**src/rtl/scan_pkg.sv**
```systemverilog
package scan_pkg;

    localparam int ADDR_W       = 7;
    localparam int MAP_W        = 1 << ADDR_W;
    localparam int FIRST_ADDR   = 8;
    localparam int LAST_ADDR    = 119;
    localparam int SLOTS        = 9;
    localparam int SLOT_W       = $clog2(SLOTS + 1);
    localparam int ACK_SLOT     = SLOTS - 1;

    typedef enum logic [2:0] {
        ST_IDLE,
        ST_START,
        ST_BIT,
        ST_STOP,
        ST_GAP
    } scan_state_e;

    typedef logic [1:0] phase_t;

endpackage

```
**src/rtl/scan_tick.sv**
```systemverilog
module scan_tick #(
    parameter int DIV = 4
) (
    input  logic clk,
    input  logic rst_n,
    input  logic hold,
    output logic tick
);
    localparam int CW = (DIV > 1) ? $clog2(DIV) : 1;
    localparam logic [CW-1:0] RELOAD = CW'(DIV - 1);

    logic [CW-1:0] cnt_q;

    always_ff @(posedge clk or negedge rst_n) begin
        if (!rst_n) begin
            cnt_q <= RELOAD;
        end else if (hold || cnt_q == '0) begin
            cnt_q <= RELOAD;
        end else begin
            cnt_q <= cnt_q - 1'b1;
        end
    end

    assign tick = !hold && (cnt_q == '0);

endmodule

```
**src/rtl/scan_addr.sv**
```systemverilog
module scan_addr
    import scan_pkg::*;
(
    input  logic              clk,
    input  logic              rst_n,
    input  logic              load,
    input  logic              step,
    output logic [ADDR_W-1:0] addr,
    output logic              last
);
    localparam logic [ADDR_W-1:0] A_FIRST = ADDR_W'(FIRST_ADDR);
    localparam logic [ADDR_W-1:0] A_LAST  = ADDR_W'(LAST_ADDR);

    logic [ADDR_W-1:0] addr_q;

    always_ff @(posedge clk or negedge rst_n) begin
        if (!rst_n) begin
            addr_q <= A_FIRST;
        end else if (load) begin
            addr_q <= A_FIRST;
        end else if (step && addr_q != A_LAST) begin
            addr_q <= addr_q + 1'b1;
        end
    end

    assign addr = addr_q;
    assign last = (addr_q == A_LAST);

endmodule

```
**src/rtl/scan_bitmap.sv**
```systemverilog
module scan_bitmap
    import scan_pkg::*;
(
    input  logic              clk,
    input  logic              rst_n,
    input  logic              clr,
    input  logic              wr,
    input  logic [ADDR_W-1:0] waddr,
    input  logic              wval,
    output logic [MAP_W-1:0]  map
);
    for (genvar i = 0; i < MAP_W; i++) begin : g_cell
        logic cell_q;
        always_ff @(posedge clk or negedge rst_n) begin
            if (!rst_n) begin
                cell_q <= 1'b0;
            end else if (clr) begin
                cell_q <= 1'b0;
            end else if (wr && waddr == ADDR_W'(i)) begin
                cell_q <= wval;
            end
        end
        assign map[i] = cell_q;
    end

endmodule

```
**src/rtl/i2c_addr_scanner.sv**
```systemverilog
module i2c_addr_scanner
    import scan_pkg::*;
#(
    parameter int CLK_DIV = 250
) (
    input  logic             clk,
    input  logic             rst_n,
    input  logic             start_i,
    output logic             busy_o,
    output logic             done_o,
    output logic [MAP_W-1:0] present_o,
    output logic             scl_oe_o,
    output logic             sda_oe_o,
    input  logic             scl_i,
    input  logic             sda_i
);
    localparam phase_t PH_LAST = 2'd3;
    localparam logic [SLOT_W-1:0] SLOT_ACK = SLOT_W'(ACK_SLOT);

    scan_state_e       state_q, state_d;
    phase_t            phase_q, phase_d;
    logic [SLOT_W-1:0] slot_q, slot_d;
    logic              sda_q, done_q;

    logic              tick;
    logic              accept;
    logic              phase_end;
    logic              addr_step;
    logic              addr_last;
    logic [ADDR_W-1:0] cur_addr;
    logic [7:0]        tx_byte;
    logic              tx_bit;
    logic              ack_wr;

    assign accept    = (state_q == ST_IDLE) && start_i;
    assign phase_end = tick && (phase_q == PH_LAST);
    assign addr_step = phase_end && (state_q == ST_GAP) && !addr_last;
    assign ack_wr    = phase_end && (state_q == ST_BIT) && (slot_q == SLOT_ACK);
    assign tx_byte   = {cur_addr, 1'b0};
    assign tx_bit    = tx_byte[3'd7 - slot_q[2:0]];

    scan_tick #(.DIV(CLK_DIV)) u_tick (
        .clk   (clk),
        .rst_n (rst_n),
        .hold  (state_q == ST_IDLE),
        .tick  (tick)
    );

    scan_addr u_addr (
        .clk   (clk),
        .rst_n (rst_n),
        .load  (accept),
        .step  (addr_step),
        .addr  (cur_addr),
        .last  (addr_last)
    );

    scan_bitmap u_map (
        .clk   (clk),
        .rst_n (rst_n),
        .clr   (accept),
        .wr    (ack_wr),
        .waddr (cur_addr),
        .wval  (scl_i && !sda_i),
        .map   (present_o)
    );

    always_comb begin
        state_d = state_q;
        phase_d = phase_q;
        slot_d  = slot_q;
        if (tick) begin
            phase_d = phase_q + 2'd1;
        end
        unique case (state_q)
            ST_IDLE: begin
                if (start_i) begin
                    state_d = ST_START;
                    phase_d = '0;
                    slot_d  = '0;
                end
            end
            ST_START: begin
                if (phase_end) begin
                    state_d = ST_BIT;
                    slot_d  = '0;
                end
            end
            ST_BIT: begin
                if (phase_end) begin
                    if (slot_q == SLOT_ACK) begin
                        state_d = ST_STOP;
                    end else begin
                        slot_d = slot_q + 1'b1;
                    end
                end
            end
            ST_STOP: begin
                if (phase_end) begin
                    state_d = ST_GAP;
                end
            end
            ST_GAP: begin
                if (phase_end) begin
                    state_d = addr_last ? ST_IDLE : ST_START;
                end
            end
            default: begin
                state_d = ST_IDLE;
            end
        endcase
    end

    always_ff @(posedge clk or negedge rst_n) begin
        if (!rst_n) begin
            state_q <= ST_IDLE;
            phase_q <= '0;
            slot_q  <= '0;
        end else begin
            state_q <= state_d;
            phase_q <= phase_d;
            slot_q  <= slot_d;
        end
    end

    always_ff @(posedge clk or negedge rst_n) begin
        if (!rst_n) begin
            sda_q  <= 1'b0;
            done_q <= 1'b0;
        end else begin
            if (accept) begin
                done_q <= 1'b0;
            end
            if (tick) begin
                unique case (state_q)
                    ST_START: begin
                        if (phase_q == 2'd1) sda_q <= 1'b1;
                    end
                    ST_BIT: begin
                        if (phase_q == 2'd0) begin
                            sda_q <= (slot_q == SLOT_ACK) ? 1'b0 : !tx_bit;
                        end
                    end
                    ST_STOP: begin
                        if (phase_q == 2'd0) sda_q <= 1'b1;
                        if (phase_q == 2'd2) sda_q <= 1'b0;
                    end
                    ST_GAP: begin
                        if (phase_q == PH_LAST && addr_last) done_q <= 1'b1;
                    end
                    default: begin
                    end
                endcase
            end
        end
    end

    assign busy_o   = (state_q != ST_IDLE);
    assign done_o   = done_q;
    assign sda_oe_o = sda_q;
    assign scl_oe_o = ((state_q == ST_BIT) || (state_q == ST_STOP)) && !phase_q[1];

endmodule

```
**config.mk**
```make
export PLATFORM = sky130hd
export DESIGN_NAME = i2c_addr_scanner
export DESIGN_NICKNAME = d
export VERILOG_FILES = /design/src/rtl/scan_pkg.sv /design/src/rtl/scan_tick.sv /design/src/rtl/scan_addr.sv /design/src/rtl/scan_bitmap.sv /design/src/rtl/i2c_addr_scanner.sv
export SDC_FILE = /design/constraint.sdc
export NUM_CORES = 1
export LEC_CHECK = 0
export BUFFER_PORTS_ARGS = -buffer_cell sky130_fd_sc_hd__buf_2
export CORE_UTILIZATION = 55
export CTS_CLUSTER_SIZE = 16
export DETAILED_ROUTE_END_ITERATION = 10
export GPL_TIMING_DRIVEN = 0
export MAX_ROUTING_LAYER = met4
export PLACE_DENSITY = 0.77
export SLEW_MARGIN = 20
export SYNTH_ARGS = -nofsm -noshare
export SYNTH_HDL_FRONTEND = slang
export SYNTH_HIERARCHICAL = 1
export SYNTH_SLANG_ARGS = --single-unit
```
**constraint.sdc**
```tcl
create_clock -name clk -period 3.7 [get_ports clk]
set_input_delay 0.74 -clock clk [delete_from_list [all_inputs] [get_ports clk]]
set_output_delay 0.74 -clock clk [all_outputs]
set_load 0.02 [all_outputs]
```
# == Yosys cells after proc, flatten, opt, wreduce, memory -nomap -nowiden ==
# Index checks and enable logic that the tools add are counted.
# op_classes
reduce_logical,285
n_eq_ne,146
n_addsub,5
n_mux,287
order_cmp,1
# op_table
op,count
$eq 7x7->1 const B,64
$mux 1,267
$reduce_bool 2->1,129
$eq 7x6->1 const B,32
$logic_and 1x1->1,139
$eq 7x5->1 const B,16
$eq 7x4->1 const B,8
$eq 7x3->1 const B,4
$mux 3,6
$ne 2x2->1 const B,9
$mux 4,4
$pmux 3 s5,1
$eq 7x2->1 const B,2
$mux 7,2
$pmux 4 s3,1
$reduce_and 5->1,2
$reduce_bool 3->1,3
$logic_not 8->1,1
$mux 8,1
$sub 8x1->8 const B,1
$add 7x1->7 const B,1
$eq 7x1->1 const B,1
$logic_not 7->1,1
$ne 7x7->1 const B,1
other kinds (19),28
# word_totals
wordCells,859
ff_bits,154
in_bits,5

# == Depth between registers and ports, before layout ==
# Gate-level depths: netlist of run 1.
# logic_depth
depth_word,9
mapped_depth,14
mapped_depth_nobuf,11

# == Cells and area by module ==
# The synthesis of run 1 kept the hierarchy.
# by_module_without_submodules
module,seq_area_each_um2,instances,cells_per_inst,area_per_inst_um2
scan_bitmap,3203.1,1,746,7626.1
i2c_addr_scanner,275.3,1,96,837.1
scan_tick,207.7,1,47,459.2
scan_addr,176.4,1,42,400.4

# == Worst setup path before layout of run 1 ==
# OpenSTA, ideal clock, no wires.
# synth_timing
path_type,flip-flop to flip-flop
startpoint,reg u_tick.cnt_q[1]
endpoint,reg u_map.g_cell[8].cell_q
setup_slack_ns,0.675
path_stages_with_launch,15
t_arrival_ns,2.888
path_buffers,3
period_less_slack_ns,3.025
path_cell_list,dfrtp_1 > inv_1 > ha_1 > nor3b_1 > nand2_1 > nor2_1 > buf_2 > nand2_1 > or3_1 > nor3_1 > buf_6 > and4bb_2 > buf_4 > nand3_1 > mux2i_1
# synth_via
elab_chain_cells,7
# synth_lines
element,line,text
from (decl),scan_tick.sv:12,logic [CW-1:0] cnt_q;
from (signal assigned),scan_tick.sv:20,cnt_q <= cnt_q - 1'b1;
$logic_not 8->1,scan_tick.sv:24,assign tick = !hold && (cnt_q == '0);
$logic_and 1x1->1,scan_tick.sv:24,
net tick,i2c_addr_scanner.sv:25,logic tick;
$logic_and 1x1->1,i2c_addr_scanner.sv:36,assign phase_end = tick && (phase_q == PH_LAST);
$logic_and 1x1->1 (2 in series),i2c_addr_scanner.sv:38,assign ack_wr = phase_end && (state_q == ST_BIT) && (slot_q == SLOT_ACK);
net ack_wr,i2c_addr_scanner.sv:33,logic ack_wr;
$logic_and 1x1->1,scan_bitmap.sv:19,end else if (wr && waddr == ADDR_W'(i)) begin
$reduce_bool 2->1 (no source line),--,
to (signal assigned),scan_bitmap.sv:20,cell_q <= wval;
to (decl),scan_bitmap.sv:13,logic cell_q;
# The timed path passes the listed nets, and every way through them passes these cells.
# A chain may end at the register's enable or synchronous reset.

# == Worst setup path after layout of run 1 ==
# layout_timing
startpoint,reg state_q[0]
endpoint,reg u_map.g_cell[19].cell_q
# layout_via
elab_chain_cells,8
word_cells_on_any_way,11
classes_between,eq/ne (1); mux (1); reduce/logical (9)
# layout_lines
element,line,text
from (decl),i2c_addr_scanner.sv:20,"scan_state_e state_q, state_d;"
from (signal assigned),i2c_addr_scanner.sv:120,state_q <= state_d;
$logic_not 3->1,i2c_addr_scanner.sv:45,".hold (state_q == ST_IDLE),"
$logic_not 1->1,scan_tick.sv:24,
$logic_and 1x1->1,scan_tick.sv:24,
net tick,i2c_addr_scanner.sv:25,
$logic_and 1x1->1,i2c_addr_scanner.sv:36,
$logic_and 1x1->1 (2 in series),i2c_addr_scanner.sv:38,
net ack_wr,i2c_addr_scanner.sv:33,
$logic_and 1x1->1,scan_bitmap.sv:19,
$reduce_bool 2->1 (no source line),--,
to (signal assigned),scan_bitmap.sv:20,
to (decl),scan_bitmap.sv:13,
# The timed path passes the listed nets, and every way through them passes these cells.

==> metrics.cfg, run 1 <==
[outcome]
status = complete, no violations

[critical_path]
crit_path_max_fanout = 10
critPathArrivalTime_ns = 3.73
start_kind = flop
critical_path.most_common_cell = clkbuf_1
crit_slowest_cell = dfrtp_1
slowest_delay_ns = 0.41
r2r-start = state_q[0]
cp.buffers_inverters = 5
required_ns = 3.99
crit_chain = clkbuf_1 > nor3_1 > buf_1 > nor2_1 > buf_2 > nand2_1 > or3_1 > nor3_4 > buf_6 > and4b_1 > clkbuf_1 > nand3_1 > mux2i_1
setup.worst_path.end_class = flop
cp-startpoint = state_q[0]
criticalPathCategory = flop to flop
cp_top_family = simple AND/OR/NAND/NOR gates

[synth]
yosys.area_share.simple_pct = 24.3
synthCells = 931
synth_fp_nets = 945
syn-cell-area_sq_mm = 0.00932
yosys.area_share.adder_pct = 1.21
synth_top_cell_by_area = dfrtp_1
ys.flop_type = dfrtp_1
synthTopCellsByArea = dfrtp_1, mux2i_1, buf_4, nand2b_1, nand3_1
synth-compound-area-share_pct = 3.19
ys_warn_count = 6
synth_cell_types = 65
synthMuxAreaShare_pct = 14.6
ys_seq_area_share_pct = 41.4
synth_top_area_share_pct = 39.5
syn_avg_cell_area_sq_um = 10.0
synth_top_family_by_area = simple AND/OR/NAND/NOR gates
synthArstFlopShare_pct = 100
ys_ff_latch = 154
synth_edf_count = 0
synth-xor-area-share_pct = 0.376

[global_route]
grt_pass1_vias = 6688
gr-total-overflow = 0
grt_pass1_wl_mm = 35.0
grt_max_degree = 81
antenna_found_initial = 0
grt.total_usage_pct = 26.3

[timing]
worstMarginPinSlew_ns = 0.654
hold_viol = 0
fin_hold_ws_ns = 0.254
fin_skew_ns = 0.00795
post-route-min-period_ns = 3.43
fmax_mhz = 291
slew-limit-headroom_pct = 56.4
fin_crit_sh_pct = 92.8
setup_viol = 0
rsz0062_at_grt = no
final_max_slew_viol_count = 0

[floorplan]
die_width_microns = 132
die_area_sq_mm = 0.0175
die_h_microns = 132
rows = 47
initial_core_util_pct = 56.2
core_sq_mm = 0.0166
num_io_pins = 137

[clock_tree]
clk_latency_ns = 0.44
path_clk_slew_ns = 0.06
cts_tree = yes
hold_buffers = 0
cts_sinks = 154
cts_buffers = 17
cts_max_path_buffers = 2
h-tree-depth = 4
clock-root-buffer = clkbuf_16

[pwr]
p_total_uw = 4120
power_leakage_uw = 0.00599
powerDensity_mw_per_mm2 = 375
ir_drop_mv = 0.304

[worst_hold_path]
hp-class = input pin to async pin

[run]
maxCapViolations = 0

[cells_and_area]
register_area_sq_mm = 0.00386
fin_util_pct = 66.2
drive_gt1_share_pct = 33.6
fin_nets = 1101
area_delta_synth_final_pct = 17.8
n_fill_cell = 1343
final_common_cell = buf_2
multi_input_area_sq_mm = 0.00409
layout_common_cells = buf_2, dfrtp_1, nand2b_1, buf_4, mux2i_1
antenna_cells = 0

[placement]
portBuffers = 136
gp_congestion = 0.857
hpwl_mm = 14.8

[drt]
first_pass_iters = 5
vias = 6991
drt-initial-drc-count = 598
drt.antenna.violating_nets = 0
vias_per_cell = 5.30
wl_per_cell_microns = 16.4
drc = 0
routed_wl_mm = 21.7

routing by layer:
layer	global-route usage, %	part of all wire, %	up-vias
li1	-	-	3327
met1	35.2	46	3424
met2	40.7	48	212
met3	4.31	4.3	28
met4	9.00	1.6	0
met5	-	0	-
where the power goes:
| group | total (uW) | leakage, uW | switching (uW) | internal (uW) |
|---|---|---|---|---|
| combinational | 412 | 0.00373 | 229 | 183 |
| clock | 1910 | 0.000305 | 706 | 1200 |
| sequential | 1800 | 0.00196 | 45.7 | 1760 |
state kept, by name, indices dropped and copies added (netlist names):
register             cells
phase_q                  2
sda_oe_o                 1
u_map/g_cell.cell_q    128
u_addr/addr              7
state_q                  3
u_tick/cnt_q             8
done_o                   1
slot_q                   4
what timing repair did:
item	CTS	global route
endpoints found under the hold margin	0	0
setup endpoints to repair	60	95
setup buffers	0	0
gates resized for setup	1	2
synthesized netlist by cell type (2+ instances only):
| master | number |
|---|---|
| a31oi_1 | 3 |
| buf_4 | 133 |
| nand3_1 | 78 |
| and4bb_2 | 10 |
| and4_1 | 3 |
| nand2_1 | 62 |
| nand4_1 | 5 |
| mux2i_1 | 133 |
| ha_1 | 9 |
| nor2_1 | 22 |
| a21o_1 | 2 |
| or3_1 | 3 |
| nand4b_1 | 3 |
| a21oi_1 | 9 |
| o311ai_1 | 2 |
| o31ai_1 | 3 |
| xnor2_1 | 3 |
| buf_6 | 6 |
| a211oi_1 | 2 |
| clkbuf_2 | 4 |
| and2_1 | 6 |
| dfrtp_1 | 147 |
| nor4b_4 | 5 |
| nor3_1 | 5 |
| nor2b_1 | 7 |
| inv_1 | 11 |
| buf_2 | 23 |
| clkbuf_1 | 36 |
| nand2b_1 | 136 |
| o21ai_0 | 6 |
| dfstp_2 | 7 |
| nor3b_1 | 4 |
| a211o_1 | 2 |
| and4b_1 | 7 |
| a32oi_1 | 2 |
| nand3_2 | 2 |
| a221oi_1 | 2 |
worst paths after layout:
check,end,slack (ns),depth (start not counted)
max in group asynchronous,u_map/g_cell[45].cell_q,2.63,2
worst min register to register,u_tick/cnt_q[0],0.46,1
worst max-delay path,u_map/g_cell[19].cell_q,0.27,13
worst max register to register,u_map/g_cell[19].cell_q,0.27,13
worst min-delay path,u_map/g_cell[109].cell_q,0.25,1
min in group clk,u_tick/cnt_q[0],0.46,1
worst register-to-register path, delay by kind of cell (launching register included):
kind	cells	cell delay, ns
buffers and inverters	5	1.29
multiplexers	1	0.14
AND/OR/NAND/NOR	7	1.44
flip-flops	1	0.41
final cells by class:
type                            count  share of cell area [%]
Inverter                           11                   0.376
Tap cell                          220                    2.51
Multi-Input combinational cell    562                    37.2
Buffer                            204                    12.3
Clock inverter                     10                    1.49
Timing Repair Buffer              137                    6.54
Sequential cell                   154                    35.2
Clock buffer                       22                    4.41
logic make-up after synthesis:
family | after synthesis
AO/OA/AOI/OAI | 43
XOR/XNOR | 4
adder cells (fa/ha/maj) | 9
buffers and inverters | 215
flip-flops | 154
multiplexers | 135
AND/OR/NAND/NOR | 371
per-stage QoR:
step	cells	instance area [sq um]	worst slack, ns	setup TNS [ns]
after detailed placement	1288	10300	-0.158	-2.51
after global placement	1287	10300	-0.503	-76.30
final	1320	11000	0.268	0
after CTS	1320	11000	0.0912	0
after global routing	1320	11000	0.00638	0
after floorplan	931	9320	0.675	0
(Power assumes the default switching activity.)
==> run 2: changes to the inputs <==
--- a/config.mk
+++ b/config.mk
@@ -6,12 +6,14 @@
 export NUM_CORES = 1
 export LEC_CHECK = 0
 export BUFFER_PORTS_ARGS = -buffer_cell sky130_fd_sc_hd__buf_2
+export CORE_MARGIN = 4
 export CORE_UTILIZATION = 55
 export CTS_CLUSTER_SIZE = 16
 export DETAILED_ROUTE_END_ITERATION = 10
 export GPL_TIMING_DRIVEN = 0
 export MAX_ROUTING_LAYER = met4
 export PLACE_DENSITY = 0.77
+export SETUP_SLACK_MARGIN = 0.5
 export SLEW_MARGIN = 20
 export SYNTH_ARGS = -nofsm -noshare
 export SYNTH_HDL_FRONTEND = slang
==> run 2 against run 1 <==
  * First-iteration DRC count is 43% lower
  * Via count is 0.41% lower
  * Flip-flop and latch count stayed put
  * Total power is 4.2% lower
  * Hold slack worse by 0.0082 ns
  * Final cell count is 0.45% higher
  * Combinational power hardly changed
  * Maximum frequency is 15% higher
  * Cell area hardly changed
  * Clock power is 9% lower
  * Highest routed layer unchanged
==> metrics.cfg, run 2 (synthesis gave the netlist of run 1 again) <==
[clock_tree]
hold_buffers = 0  ; unchanged
cts_sinks = 154  ; unchanged
cts_max_path_buffers = 2  ; unchanged
path_clk_slew_ns = 0.06  ; about the same
h-tree-depth = 4  ; unchanged
clock-root-buffer = clkbuf_16
cts_buffers = 17  ; unchanged
cts_tree = yes
clk_latency_ns = 0.42  ; -0.02 ns

[global_route]
grt_max_degree = 94  ; +16%
grt_pass1_wl_mm = 35.9  ; +2.4%
gr-total-overflow = 0  ; unchanged
antenna_found_initial = 0  ; unchanged
grt_pass1_vias = 6822  ; +2.0%
grt.total_usage_pct = 23.6  ; -2.7 points

[cells_and_area]
final_common_cell = buf_2
layout_common_cells = buf_2, dfrtp_1, buf_4, nand2b_1, mux2i_1
antenna_cells = 0  ; unchanged
fin_util_pct = 66.2  ; about the same
largest_register = u_map/g_cell.cell_q
fin_nets = 1107  ; +0.54%
largest_reg_flops = 128  ; unchanged
area_delta_synth_final_pct = 17.8  ; about the same
stdcell_count = 1326  ; +0.45%
drive_gt1_share_pct = 34.4  ; +0.81 points

[worst_hold_path]
hp-class = input pin to async pin

[pwr]
p_total_uw = 3950  ; -4.2%
ir_drop_mv = 0.297  ; -2.3%
powerDensity_mw_per_mm2 = 359  ; -4.3%
power_leakage_uw = 0.00604  ; +0.83%

[drt]
wl_per_cell_microns = 16.5  ; +0.34%
first_pass_iters = 7  ; +2
vias = 6962  ; -0.41%
drt-initial-drc-count = 338  ; -43%
vias_per_cell = 5.25  ; -0.87%
drc = 0  ; unchanged
routed_wl_mm = 21.8  ; +0.79%
drt.antenna.violating_nets = 0  ; unchanged

[critical_path]
critPathArrivalTime_ns = 3.28  ; -0.45 ns
required_ns = 3.99  ; about the same
criticalPathCategory = flop to flop
setup.worst_path.end_class = flop
crit_path_max_fanout = 10  ; unchanged
start_kind = flop

[floorplan]
die_area_sq_mm = 0.0191  ; +9.3%
num_io_pins = 137  ; unchanged
die_h_microns = 138  ; +4.5%
die_width_microns = 138  ; +4.5%
initial_core_util_pct = 56.2  ; unchanged
rows = 47  ; unchanged
core_sq_mm = 0.0166  ; unchanged

[timing]
final_max_slew_viol_count = 0  ; unchanged
fin_hold_ws_ns = 0.246  ; -0.00819 ns
hold_viol = 0  ; unchanged
post-route-min-period_ns = 2.99  ; -0.439 ns
worstMarginPinSlew_ns = 0.648  ; -0.00663 ns
rsz0062_at_grt = no
setup_viol = 0  ; unchanged
slew-limit-headroom_pct = 56.8  ; +0.44 points
setup_tns_ns = 0  ; unchanged
fin_crit_sh_pct = 80.9  ; -12 points
fmax_mhz = 334  ; +15%
fin_skew_ns = 0.00691  ; -0.00104 ns

[outcome]
status = complete, no violations

[placement]
portBuffers = 136  ; unchanged
gp_congestion = 0.863  ; +0.69%
dp.cells = 1288  ; unchanged
hpwl_mm = 15.1  ; +1.8%

[run]
maxCapViolations = 0  ; unchanged

[run 2: changes by cell type in the layout (fill, tap and decap cells not counted), moves of 2 or more]
cell / previous run / this run
buf_4: 133 / 138
bufinv_16: 4 / 2
clkbuf_1: 37 / 34
clkbuf_4: 1 / 3
clkbuf_8: 4 / 1
clkinv_2: 1 / 5
clkinvlp_4: 4 / 2
inv_6: 0 / 4
[run 2: what timing repair did]
action	in CTS	in global routing
pin swaps	1	2
cloned	0	0
buffers inserted	2	4
resized for setup	7	5
setup endpoints to repair	128	109
[run 2: path summary, 6_finish.rpt]
check / from / to / slack [ns] / depth (start not counted)
worst max-delay path: state_q[0] / u_map/g_cell[9].cell_q / 0.71 / 13
worst min-delay path: rst_n / u_map/g_cell[115].cell_q / 0.25 / 1
worst max register to register: state_q[0] / u_map/g_cell[9].cell_q / 0.71 / 13
worst min register to register: u_tick/cnt_q[0] / u_tick/cnt_q[0] / 0.48 / 1
max in group asynchronous: rst_n / u_map/g_cell[2].cell_q / 2.63 / 2
min in group clk: u_tick/cnt_q[0] / u_tick/cnt_q[0] / 0.48 / 1
[run 2: layout make-up]
| type | instances | area [sq um] |
|---|---|---|
| fillers | 1372 | 5600 |
| multi-input cells | 562 | 4100 |
| flip-flops and latches | 154 | 3860 |
| plain buffers | 204 | 1360 |
| repair buffers | 143 | 763 |
| clock buffers | 18 | 439 |
| well taps | 220 | 275 |
| clock inverters | 14 | 144 |
| inverters | 11 | 41.3 |
[run 2: layer usage]
layer	global-route usage, %	up-vias	part of all wire, %
li1	-	3343	-
met3	3.59	28	4.7
met1	32.8	3380	47
met2	35.9	211	47
met4	7.54	0	1.9
met5	-	-	0
[run 2: power breakdown]
part / switching, uW / total (uW) / internal [uW] / leakage [uW]
sequential: 46.4 / 1800 / 1760 / 0.00196
combinational: 229 / 412 / 183 / 0.00379
clock: 717 / 1730 / 1010 / 0.000287
[run 2: critical path, stage by stage, from the launching register on]
cell and delay (ns):
dfrtp_1 0.41, clkbuf_4 0.22, nor3_1 0.09, buf_2 0.20, nor2_1 0.11, clkbuf_4 0.19
nand2_1 0.09, or3_4 0.37, nor3_4 0.27, buf_6 0.19, and4bb_2 0.29, buf_6 0.18
nand3_1 0.12, mux2i_1 0.14
[run 2: metrics by stage]
stage / cell area (sq um) / setup WS [ns]
after floorplan: 9320 / 0.675
after global placement: 10300 / -0.505
after detailed placement: 10300 / -0.222
after CTS: 10900 / 0.555
after global routing: 11000 / 0.508
final: 11000 / 0.707
==> run 3: changes to the inputs <==
--- a/config.mk
+++ b/config.mk
@@ -5,6 +5,7 @@
 export SDC_FILE = /design/constraint.sdc
 export NUM_CORES = 1
 export LEC_CHECK = 0
+export ABC_AREA = 1
 export BUFFER_PORTS_ARGS = -buffer_cell sky130_fd_sc_hd__buf_2
 export CORE_MARGIN = 4
 export CORE_UTILIZATION = 55
==> constraint.sdc (replaced) <==
create_clock -name clk -period 2.85 [get_ports clk]
set_input_delay 0.57 -clock clk [delete_from_list [all_inputs] [get_ports clk]]
set_output_delay 0.57 -clock clk [all_outputs]
set_load 0.02 [all_outputs]
==> run 3 against run 2 <==
  * Cell area increased by 6.9%
  * Utilization increased by 1.4 points
  * Largest cell class unchanged
  * Non-clock buffer count increased by 5
  * First-iteration DRC count increased to 2.5 times the previous value
  * Sequential power increased by 24%
  * Total power increased by 23%
  * Via count increased by 31%
  * Register-to-register slack got worse by 0.14 ns
  * Flip-flop and latch count unchanged
  * Setup slack got worse by 0.14 ns
  * Final cell count increased by 33%
==> metrics.cfg, run 3 <==
[drt]
drt-initial-drc-count = 849  ; +150%
route.top_layer_used = met4
wl_per_cell_microns = 14.9  ; -9.7%
drc = 0  ; unchanged
wl_met2_mm = 12.0  ; +18%
first_pass_iters = 7  ; unchanged
drt-met1-wl_mm = 10.9  ; +7.0%
vias = 9123  ; +31%
vias_per_cell = 5.18  ; -1.4%
met3WireLength_mm = 2.48  ; +140%
routed_wl_mm = 26.2  ; +20%
drt.antenna.violating_nets = 0  ; unchanged

[cells_and_area]
antenna_cells = 0  ; unchanged
layout_common_cells = nand2_1, buf_4, buf_2, inv_1, dfrtp_1
fin_util_pct = 67.6  ; +1.4 points
multi_input_area_sq_mm = 0.00408  ; -0.49%
register_area_sq_mm = 0.00386  ; about the same
largest_register = u_map/g_cell.cell_q
drive_gt1_share_pct = 29.5  ; -4.9 points
largest_reg_flops = 128  ; unchanged
area_delta_synth_final_pct = 19.8
fin_nets = 1538  ; +39%
n_fill_cell = 1471  ; +7.2%
final_common_cell = nand2_1

[clock_tree]
clk_latency_ns = 0.43  ; about the same
cts_tree = yes
h-tree-depth = 4  ; unchanged
cts_max_path_buffers = 2  ; unchanged
path_clk_slew_ns = 0.06  ; about the same
hold_buffers = 0  ; unchanged
cts_buffers = 17  ; unchanged
cts_sinks = 154  ; unchanged
clock-root-buffer = clkbuf_16

[critical_path]
cp.buffers_inverters = 5  ; unchanged
cp_top_family = simple AND/OR/NAND/NOR gates
start_kind = flop
required_ns = 3.17  ; -0.82 ns
crit_chain = inv_4 > nand2_8 > inv_8 > nor3_4 > nand2_4 > nor4_4 > buf_4 > clkinvlp_4 > nor3_4 > nand3_1 > nand2_1 > inv_1
crit_path_max_fanout = 6  ; -4
setup.worst_path.end_class = flop
r2r-start = state_q[2]
crit_slowest_cell = dfrtp_2
critPathArrivalTime_ns = 2.61  ; -0.67 ns
criticalPathCategory = flop to flop
slowest_delay_ns = 0.45  ; +0.04 ns
cp-startpoint = state_q[2]
critical_path.most_common_cell = nor3_4

[worst_hold_path]
hp-class = input pin to async pin

[pwr]
intPower_uw = 3790  ; +28%
powerDensity_mw_per_mm2 = 412  ; +15%
pwr-share-comb_pct = 5.0  ; -5.4 points
power_leakage_uw = 0.00614  ; +1.5%
ir_drop_mv = 0.430  ; +45%
clkPwrFrac_pct = 48.9  ; +5.0 points
power_switching_uw = 1050  ; +6.3%
p_total_uw = 4840  ; +23%
swShare_pct = 21.8  ; -3.4 points
power.share.sequential_pct = 46.1  ; +0.4 points

[synth]
ys_warn_count = 6  ; unchanged
synthCells = 1349  ; +45%
synth_fp_nets = 1363  ; +44%
syn-cell-area_sq_mm = 0.00980  ; +5.1%
synth_common_cells = nand2_1, inv_1, dfrtp_1
synth_cell_types = 37  ; -43%
synth.most_common_cell = nand2_1
ys_seq_area_share_pct = 39.4  ; -2.0 points
synth_edf_count = 0  ; unchanged
ys_ff_latch = 154  ; unchanged
synth_top_cell_by_area = dfrtp_1
synthTopCellsByArea = dfrtp_1, nand2_1, buf_4, nand3_1, inv_1
synthArstFlopShare_pct = 100  ; unchanged
syn_avg_cell_area_sq_um = 7.26  ; -27%
ys.flop_type = dfrtp_1
synth_top_area_share_pct = 37.5  ; -1.9 points

[timing]
fin_crit_sh_pct = 80.3  ; -0.64 points
post-route-min-period_ns = 2.29  ; -0.706 ns
fmax_mhz = 437  ; +31%
fin_skew_ns = 0.00792  ; +0.00101 ns
rsz0062_at_grt = yes
final_max_slew_viol_count = 0  ; unchanged
slew-limit-headroom_pct = 50.9  ; -5.9 points
setup_viol = 0  ; unchanged
worstMarginPinSlew_ns = 0.735  ; +0.0874 ns
hold_viol = 0  ; unchanged
setup_tns_ns = 0  ; unchanged
fin_hold_ws_ns = 0.141  ; -0.105 ns

[global_route]
gr-total-overflow = 0  ; unchanged
grt_pass1_wl_mm = 42.1  ; +17%
grt.total_usage_pct = 27.0  ; +3.4 points
grt_max_degree = 85  ; -9.6%
grt_pass1_vias = 8325  ; +22%
antenna_found_initial = 0  ; unchanged

[run]
maxCapViolations = 0  ; unchanged

[placement]
hpwl_mm = 18.0  ; +19%
portBuffers = 136  ; unchanged
gp_congestion = 0.916  ; +6.1%

[floorplan]
core_sq_mm = 0.0174  ; +4.7%
die_width_microns = 141  ; +2.4%
die_h_microns = 141  ; +2.4%
initial_core_util_pct = 56.5  ; +0.23 points
num_io_pins = 137  ; unchanged
die_area_sq_mm = 0.0200  ; +4.8%
rows = 48  ; +2.1%

[outcome]
status = complete, no violations

-- run 3: cell types whose count changed in the layout (fill, tap and decap cells not counted), sizes merged, moves of 11 or more --
cell	change
nand2	+321
inv	+155
nand2b	-136
mux2i	-133
nor2	+128
nand3	+52
nor3	+41
o21ai	+34
nand4	+30
buf	+25
o21a	+15
clkbuf	-13
and4bb	-11
-- run 3: per-layer routing --
metal	GRT usage [%]	vias to the layer above
met5	-	-
met1	36.3	4190
met4	8.89	0
li1	-	4407
met2	41.4	446
met3	5.43	80
-- run 3: final timing paths --
kind	endpoint	cells after the start	slack (ns)
setup / recovery	u_map/g_cell[30].cell_q	12	0.56
hold / removal	u_tick/cnt_q[1]	1	0.14
setup reg to reg	u_map/g_cell[30].cell_q	12	0.56
hold reg to reg	u_tick/cnt_q[0]	1	0.46
max in group asynchronous	u_map/g_cell[123].cell_q	2	1.92
min in group clk	u_tick/cnt_q[0]	1	0.46
-- run 3: per-stage QoR --
| stage | instance area, sq um | std cells | worst slack, ns |
|---|---|---|---|
| final | 11700 | 1762 | 0.563 |
| after global routing | 11700 | 1762 | 0.473 |
| after CTS | 11600 | 1753 | 0.529 |
| after detailed placement | 10800 | 1711 | -0.159 |
| after global placement | 10800 | 1710 | -1.13 |
| after floorplan | 9820 | 1349 | 0.504 |
-- run 3: power by group through the flow --
stage	logic (uW)	registers, uW	clock network [uW]
after global routing	268	2230	2510
final	241	2230	2370
after global placement	231	2270	0
after CTS	243	2230	2400
after detailed placement	241	2270	0
after floorplan	143	2260	0
-- run 3: cells by family after synthesis --
logic type      share of synthesized area, %
buf+inv                                 20.0
flops                                   39.4
fa+ha+maj                               1.15
xor+xnor                               0.447
simple gates                            35.2
compound gates                          3.79
-- run 3: worst reg2reg max path: stages, from the launching register on --
cell and delay [ns]:
dfrtp_2 0.45, inv_4 0.09, nand2_8 0.10, inv_8 0.06, nor3_4 0.24, nand2_4 0.10
nor4_4 0.16, buf_4 0.19, clkinvlp_4 0.19, nor3_4 0.35, nand3_1 0.13, nand2_1 0.09
inv_1 0.04
-- run 3: cell type report --
| cell class | count | area share [%] |
|---|---|---|
| Multi-Input combinational cell | 828 | 34.7 |
| Sequential cell | 154 | 32.9 |
| Buffer | 196 | 11.6 |
| Timing Repair Buffer | 156 | 7.53 |
| Inverter | 171 | 5.58 |
| Clock buffer | 25 | 4.31 |
| Tap cell | 225 | 2.40 |
| Clock inverter | 7 | 0.959 |
-- run 3: what timing repair did --
| item | in CTS | in global routing |
|---|---|---|
| endpoints found under the setup margin | 128 | 124 |
| cloned | 0 | 1 |
| gates resized for setup | 29 | 19 |
| pin swaps | 9 | 9 |
| buffers inserted | 10 | 8 |
